`src/rtl/rxs_pkg.sv`:
```
package rxs_pkg;
  localparam int SW = 8;

  localparam int B_EOM = 7;
  localparam int B_ABT = 5;
  localparam int B_SHR = 4;
  localparam int B_OVR = 3;
  localparam int B_CRC = 2;

  typedef enum logic [1:0] {
    RXM_ASYNC = 2'b00,
    RXM_BYTE  = 2'b01,
    RXM_BIT   = 2'b10,
    RXM_RSVD  = 2'b11
  } rx_mode_e;

  // Bits that exist (are readable and clearable) in a given mode.
  function automatic logic [SW-1:0] live_mask(rx_mode_e m);
    logic [SW-1:0] v;
    v = '0;
    v[B_EOM] = 1'b1;
    v[B_OVR] = 1'b1;
    unique case (m)
      RXM_ASYNC: v[B_SHR] = 1'b1;
      RXM_BIT: begin
        v[B_ABT] = 1'b1;
        v[B_SHR] = 1'b1;
        v[B_CRC] = 1'b1;
      end
      default: v[B_CRC] = 1'b1;
    endcase
    return v;
  endfunction
endpackage

```
`src/rtl/rxs_rst_sync.sv`:
```
module rxs_rst_sync #(
  parameter int STAGES = 2
) (
  input  logic clk,
  input  logic rst_n,
  output logic rst_sync_n
);
  logic [STAGES-1:0] chain_q;
  logic [STAGES-1:0] chain_d;

  always_comb begin
    chain_d = {chain_q[STAGES-2:0], 1'b1};
  end

  always_ff @(posedge clk or negedge rst_n) begin
    if (!rst_n) chain_q <= '0;
    else        chain_q <= chain_d;
  end

  assign rst_sync_n = chain_q[STAGES-1];
endmodule

```
`src/rtl/rxs_set_decode.sv`:
```
module rxs_set_decode
  import rxs_pkg::*;
(
  input  rx_mode_e      mode,
  input  logic          crc_inc_data,
  input  logic          ev_eom,
  input  logic          ev_abort,
  input  logic          ev_resid_info,
  input  logic          ev_resid_fcs,
  input  logic          ev_frame_err,
  input  logic          ev_overrun,
  input  logic          ev_crc_err,
  output logic [SW-1:0] set_vec
);
  logic is_bit;
  logic is_async;
  logic resid_hit;
  logic abort_hit;

  always_comb begin
    is_bit    = (mode == RXM_BIT);
    is_async  = (mode == RXM_ASYNC);
    resid_hit = is_bit && (crc_inc_data ? ev_resid_info : ev_resid_fcs);
    abort_hit = is_bit && ev_abort;

    set_vec        = '0;
    set_vec[B_OVR] = ev_overrun;
    set_vec[B_CRC] = ev_crc_err && !is_async;
    set_vec[B_ABT] = abort_hit;
    set_vec[B_SHR] = resid_hit || (is_async && ev_frame_err);
    set_vec[B_EOM] = ev_eom || abort_hit || resid_hit;
  end
endmodule

```
`src/rtl/rxs_stat_core.sv`:
```
module rxs_stat_core #(
  parameter int W = 8
) (
  input  logic         clk,
  input  logic         rst_n,
  input  logic         rx_reset,
  input  logic         flush,
  input  logic [W-1:0] set_vec,
  input  logic [W-1:0] clr_vec,
  output logic [W-1:0] q
);
  for (genvar i = 0; i < W; i++) begin : g_bit
    logic bit_q;
    logic bit_d;
    logic bit_en;

    always_comb begin
      bit_en = rx_reset || flush || set_vec[i] || clr_vec[i];
      if (rx_reset)   bit_d = 1'b0;
      else if (flush) bit_d = set_vec[i];
      else            bit_d = set_vec[i] || (bit_q && !clr_vec[i]);
    end

    always_ff @(posedge clk or negedge rst_n) begin
      if (!rst_n)      bit_q <= 1'b0;
      else if (bit_en) bit_q <= bit_d;
    end

    assign q[i] = bit_q;
  end
endmodule

```
`src/rtl/rxs_frame_hold.sv`:
```
module rxs_frame_hold #(
  parameter int W = 8
) (
  input  logic         clk,
  input  logic         rst_n,
  input  logic         rx_reset,
  input  logic         load,
  input  logic [W-1:0] d,
  output logic [W-1:0] q
);
  logic         hold_en;
  logic [W-1:0] hold_d;

  always_comb begin
    hold_en = rx_reset || load;
    hold_d  = rx_reset ? '0 : d;
  end

  always_ff @(posedge clk or negedge rst_n) begin
    if (!rst_n)       q <= '0;
    else if (hold_en) q <= hold_d;
  end
endmodule

```
`src/rtl/rx_stat_reg.sv`:
```
module rx_stat_reg
  import rxs_pkg::*;
(
  input  logic          clk,
  input  logic          rst_n,
  input  logic          rx_reset,
  input  logic [1:0]    mode,
  input  logic          crc_inc_data,
  input  logic          ev_eom,
  input  logic          ev_abort,
  input  logic          ev_resid_info,
  input  logic          ev_resid_fcs,
  input  logic          ev_frame_err,
  input  logic          ev_overrun,
  input  logic          ev_crc_err,
  input  logic          wr_en,
  input  logic [SW-1:0] wr_data,
  input  logic          fst_load,
  output logic [SW-1:0] status,
  output logic [SW-1:0] fst
);
  rx_mode_e      mode_e;
  logic          rst_core_n;
  logic [SW-1:0] live;
  logic [SW-1:0] set_vec;
  logic [SW-1:0] clr_vec;
  logic [SW-1:0] core_q;
  logic          flush;

  always_comb begin
    mode_e  = rx_mode_e'(mode);
    live    = live_mask(mode_e);
    clr_vec = wr_en ? (wr_data & live) : '0;
    flush   = fst_load && (mode_e == RXM_BIT);
    status  = core_q & live;
  end

  rxs_rst_sync #(.STAGES(2)) u_rst (
    .clk        (clk),
    .rst_n      (rst_n),
    .rst_sync_n (rst_core_n)
  );

  rxs_set_decode u_dec (
    .mode          (mode_e),
    .crc_inc_data  (crc_inc_data),
    .ev_eom        (ev_eom),
    .ev_abort      (ev_abort),
    .ev_resid_info (ev_resid_info),
    .ev_resid_fcs  (ev_resid_fcs),
    .ev_frame_err  (ev_frame_err),
    .ev_overrun    (ev_overrun),
    .ev_crc_err    (ev_crc_err),
    .set_vec       (set_vec)
  );

  rxs_stat_core #(.W(SW)) u_core (
    .clk      (clk),
    .rst_n    (rst_core_n),
    .rx_reset (rx_reset),
    .flush    (flush),
    .set_vec  (set_vec),
    .clr_vec  (clr_vec),
    .q        (core_q)
  );

  rxs_frame_hold #(.W(SW)) u_fst (
    .clk      (clk),
    .rst_n    (rst_core_n),
    .rx_reset (rx_reset),
    .load     (flush),
    .d        (status),
    .q        (fst)
  );
endmodule


```
`config.mk`:
```
export PLATFORM = sky130hd
export DESIGN_NAME = rx_stat_reg
export DESIGN_NICKNAME = d
export VERILOG_FILES = /design/src/rtl/rxs_pkg.sv /design/src/rtl/rxs_rst_sync.sv /design/src/rtl/rxs_set_decode.sv /design/src/rtl/rxs_stat_core.sv /design/src/rtl/rxs_frame_hold.sv /design/src/rtl/rx_stat_reg.sv
export SDC_FILE = /design/constraint.sdc
export NUM_CORES = 1
export LEC_CHECK = 0
export ABC_AREA = 1
export BUFFER_PORTS_ARGS = -buffer_cell sky130_fd_sc_hd__buf_2
export CAP_MARGIN = 20
export CORE_UTILIZATION = 45
export DETAILED_ROUTE_END_ITERATION = 6
export HOLD_SLACK_MARGIN = 0.15
export PLACE_DENSITY = 0.82
export SLEW_MARGIN = 15
export SYNTH_ARGS = -nofsm -noshare
export SYNTH_HDL_FRONTEND = slang
export SYNTH_SLANG_ARGS = --single-unit
```
`constraint.sdc`:
```
create_clock -name clk -period 1.89 [get_ports clk]
set_input_delay 0.378 -clock clk [delete_from_list [all_inputs] [get_ports clk]]
set_output_delay 0.378 -clock clk [all_outputs]
set_load 0.02 [all_outputs]
```
==> results.cfg <==
[outcome]
status = completed

[detailed_routing]
ant_nets = 0
viasPerCell = 4.72
avgRoutedWirePerCell_um = 10.9
drt_iter0_drc = 13
route.detailed.drc = 0
vias = 604
drt_pass1_iterations = 4
wirelength_um = 1400

[critical_path]
r2r-start = u_core.g_bit[7].bit_q
critical_path.startpoint_type = input pin
crit_required_ps = 1510
critPathLaunch = mode[0]
reg2reg_depth = 6
critPathKind = input pin to output pin
r2r_end = u_core.g_bit[7].bit_q
path_max_fanout = 5
cp.arrival_ps = 970
r2r_slack_ps = 1060
endpoint_kind = output pin

[logic_synthesis]
syn_area_per_cell_sq_um = 8.19
synth_area_sq_um = 679
synth_top_family_by_area = simple AND/OR/NAND/NOR gates
synthArstFlopShare_pct = 100
synth-edff-count = 0
synth.area.mux_share_pct = 0
synth_area_leaders = dfrtp_1 44%, nand2_1 9.9%, buf_4 8.8%
synth-seq-cells = 12
synth-seq-area-share_pct = 44.2
synth_fa_ha_area_share_pct = 0
ys_top_cells_by_count = 18 x nand2_1, 14 x inv_1, 12 x dfrtp_1, 8 x buf_4, 5 x nand3_1
synth_top_area_cell = dfrtp_1
synth-compound-area-share_pct = 8.66
synthFlopType = dfrtp_1
synth_xor_area_share_pct = 0
netlist_instances = 83
netlist.area_leader.share_pct = 44.2
ys_warn_count = 0
yosys.area_share.simple_pct = 27.4
ys_types = 20
post-synth-top-count-cell = nand2_1

[cts]
clock_latency_ps = 270
cts_setup_buffers = 0
cts.repair.resized = 0
clk_pin_slew_ps = 70
clockBufferDepth = 2
cts_tree = yes
cts_max_level = 1
root_buffer = clkbuf_4
numClockSinks = 12
numCtsBuffers = 3
ctsHoldBuffers = 1

[timing]
final.setup.worst_slack_ps = 542
slew_viol_final = 0
hold_violations = 0
max_clock_freq_mhz = 742
finClkSkew_ps = 1.02
setup_viol = 0
finalCritPeriodShare_pct = 71.3
rsz0062_at_grt = false
fin_setup_tns_ps = 0
finalCriticalPeriod_ps = 1350

[global_route]
grt_max_degree = 11
track_usage_pct = 21.6
grt_pass1_wl_um = 2260
grt_pass1_vias = 572
antenna_found_initial = 0
overflow = 0

[power_and_ir_drop]
pwr_density_cell_nw_per_um2 = 649
peakVddDrop_uv = 408
p_leak_nw = 0.504

[cells_and_area]
final_core_util_pct = 61.8
syn2layout_area_growth_pct = 22.8
nFillCells = 131
layout-drive-gt1-share_pct = 38.9
design_area_sq_um = 835
final_nets = 138
diodes = 0

[placement]
dp_worst_setup_slack_ps = 542
dp_hpwl_um = 1120
place_area_sq_um = 802
gp_congestion = 0.750
port_buffers = 29

[floorplanning]
die-height_um = 40.9
die_x_um = 40.9
die_area_sq_um = 1670
num_rows = 13
floorplan.initialDensity_pct = 50.3
core-area_sq_um = 1350
ios = 39

[worst_hold_path]
hold_class = flip-flop to async pin

[flow_run]
cap_viol_max_count = 0
==> area by class of cell <==
cell class	instances	area (sq um)	share of cell area, %
clock buffer	3	22.5	2.70
inverter	17	66.3	7.95
multi-input combinational	51	272	32.5
sequential	12	300	36.0
tap	15	18.8	2.25
timing repair buffer	30	155	18.6
==> cell usage in the layout (no fill, tap or decap) <==
cell           synthesis  layout
nand3_1                5       5
clkbuf_4               0       3
nor2_4                 1       1
nand2_2                2       2
inv_4                  1       1
inv_1                 14      14
dlygate4sd3_1          0       1
a22oi_1                1       1
o21ai_1                3       3
o21ai_2                2       2
nand2_1               18      18
conb_1                 2       7
o31ai_1                1       1
nand3b_1               1       1
nand3_4                1       1
nand3_2                3       3
a21oi_1                1       1
dfrtp_1               12      12
nor2_1                 4       4
a31oi_1                1       1
buf_2                  0      29
inv_2                  2       2
==> state kept, by name, indices dropped and copies added, names as in the netlist <==
| signal | flops |
|---|---|
| u_fst.q | 5 |
| u_rst.chain_q | 2 |
| u_core.g_bit.bit_q | 5 |
==> worst max-delay path by stage <==
| stage | to | slack, ps |
|---|---|---|
| after floorplan | status[2] | 690 |
| after global placement | status[2] | 560 |
| after detailed placement | status[2] | 540 |
| after CTS | status[2] | 540 |
| after global routing | status[2] | 500 |
| final | status[2] | 540 |
==> kinds of logic (layout without fill, tap and decap cells) <==
kind of cell,count (synthesis),count (layout)
DFF,12,12
other,2,7
buffers and inverters,25,50
AOI/OAI and AO/OA,9,9
and+or+nand+nor,35,35
==> stage by stage <==
step / hold WS (ps) / power, mW / std cells
floorplan: 82.4 / 0.359 / 88
global placement: 162 / 0.384 / 124
detailed placement: 166 / 0.388 / 124
CTS: 188 / 0.544 / 128
global route: 216 / 0.571 / 128
finish: 171 / 0.541 / 128
==> layer usage <==
layer / GRT usage (%) / up-vias / share of wire, %
li1: - / 299 / -
met1: 21.5 / 277 / 40
met2: 38.7 / 24 / 52
met3: 8.15 / 4 / 6.1
met4: 10.0 / 0 / 1.7
met5: 0 / - / 0
==> worst max-delay path, cell delays in order <==
cell	delay (ps)
buf_2	120
inv_2	100
nand2_1	80
inv_1	90
nor2_1	40
buf_2	150
==> power by group <==
| part | leakage (nW) | internal [mW] | switching (mW) | total [mW] |
|---|---|---|---|---|
| registers | 0.157 | 0.268 | 0.0104 | 0.279 |
| logic | 0.333 | 0.0382 | 0.0667 | 0.105 |
| clock network | 0.0138 | 0.0739 | 0.0837 | 0.158 |
| total | 0.504 | 0.380 | 0.161 | 0.541 |
Note: power is estimated with default switching activity, not from simulation.
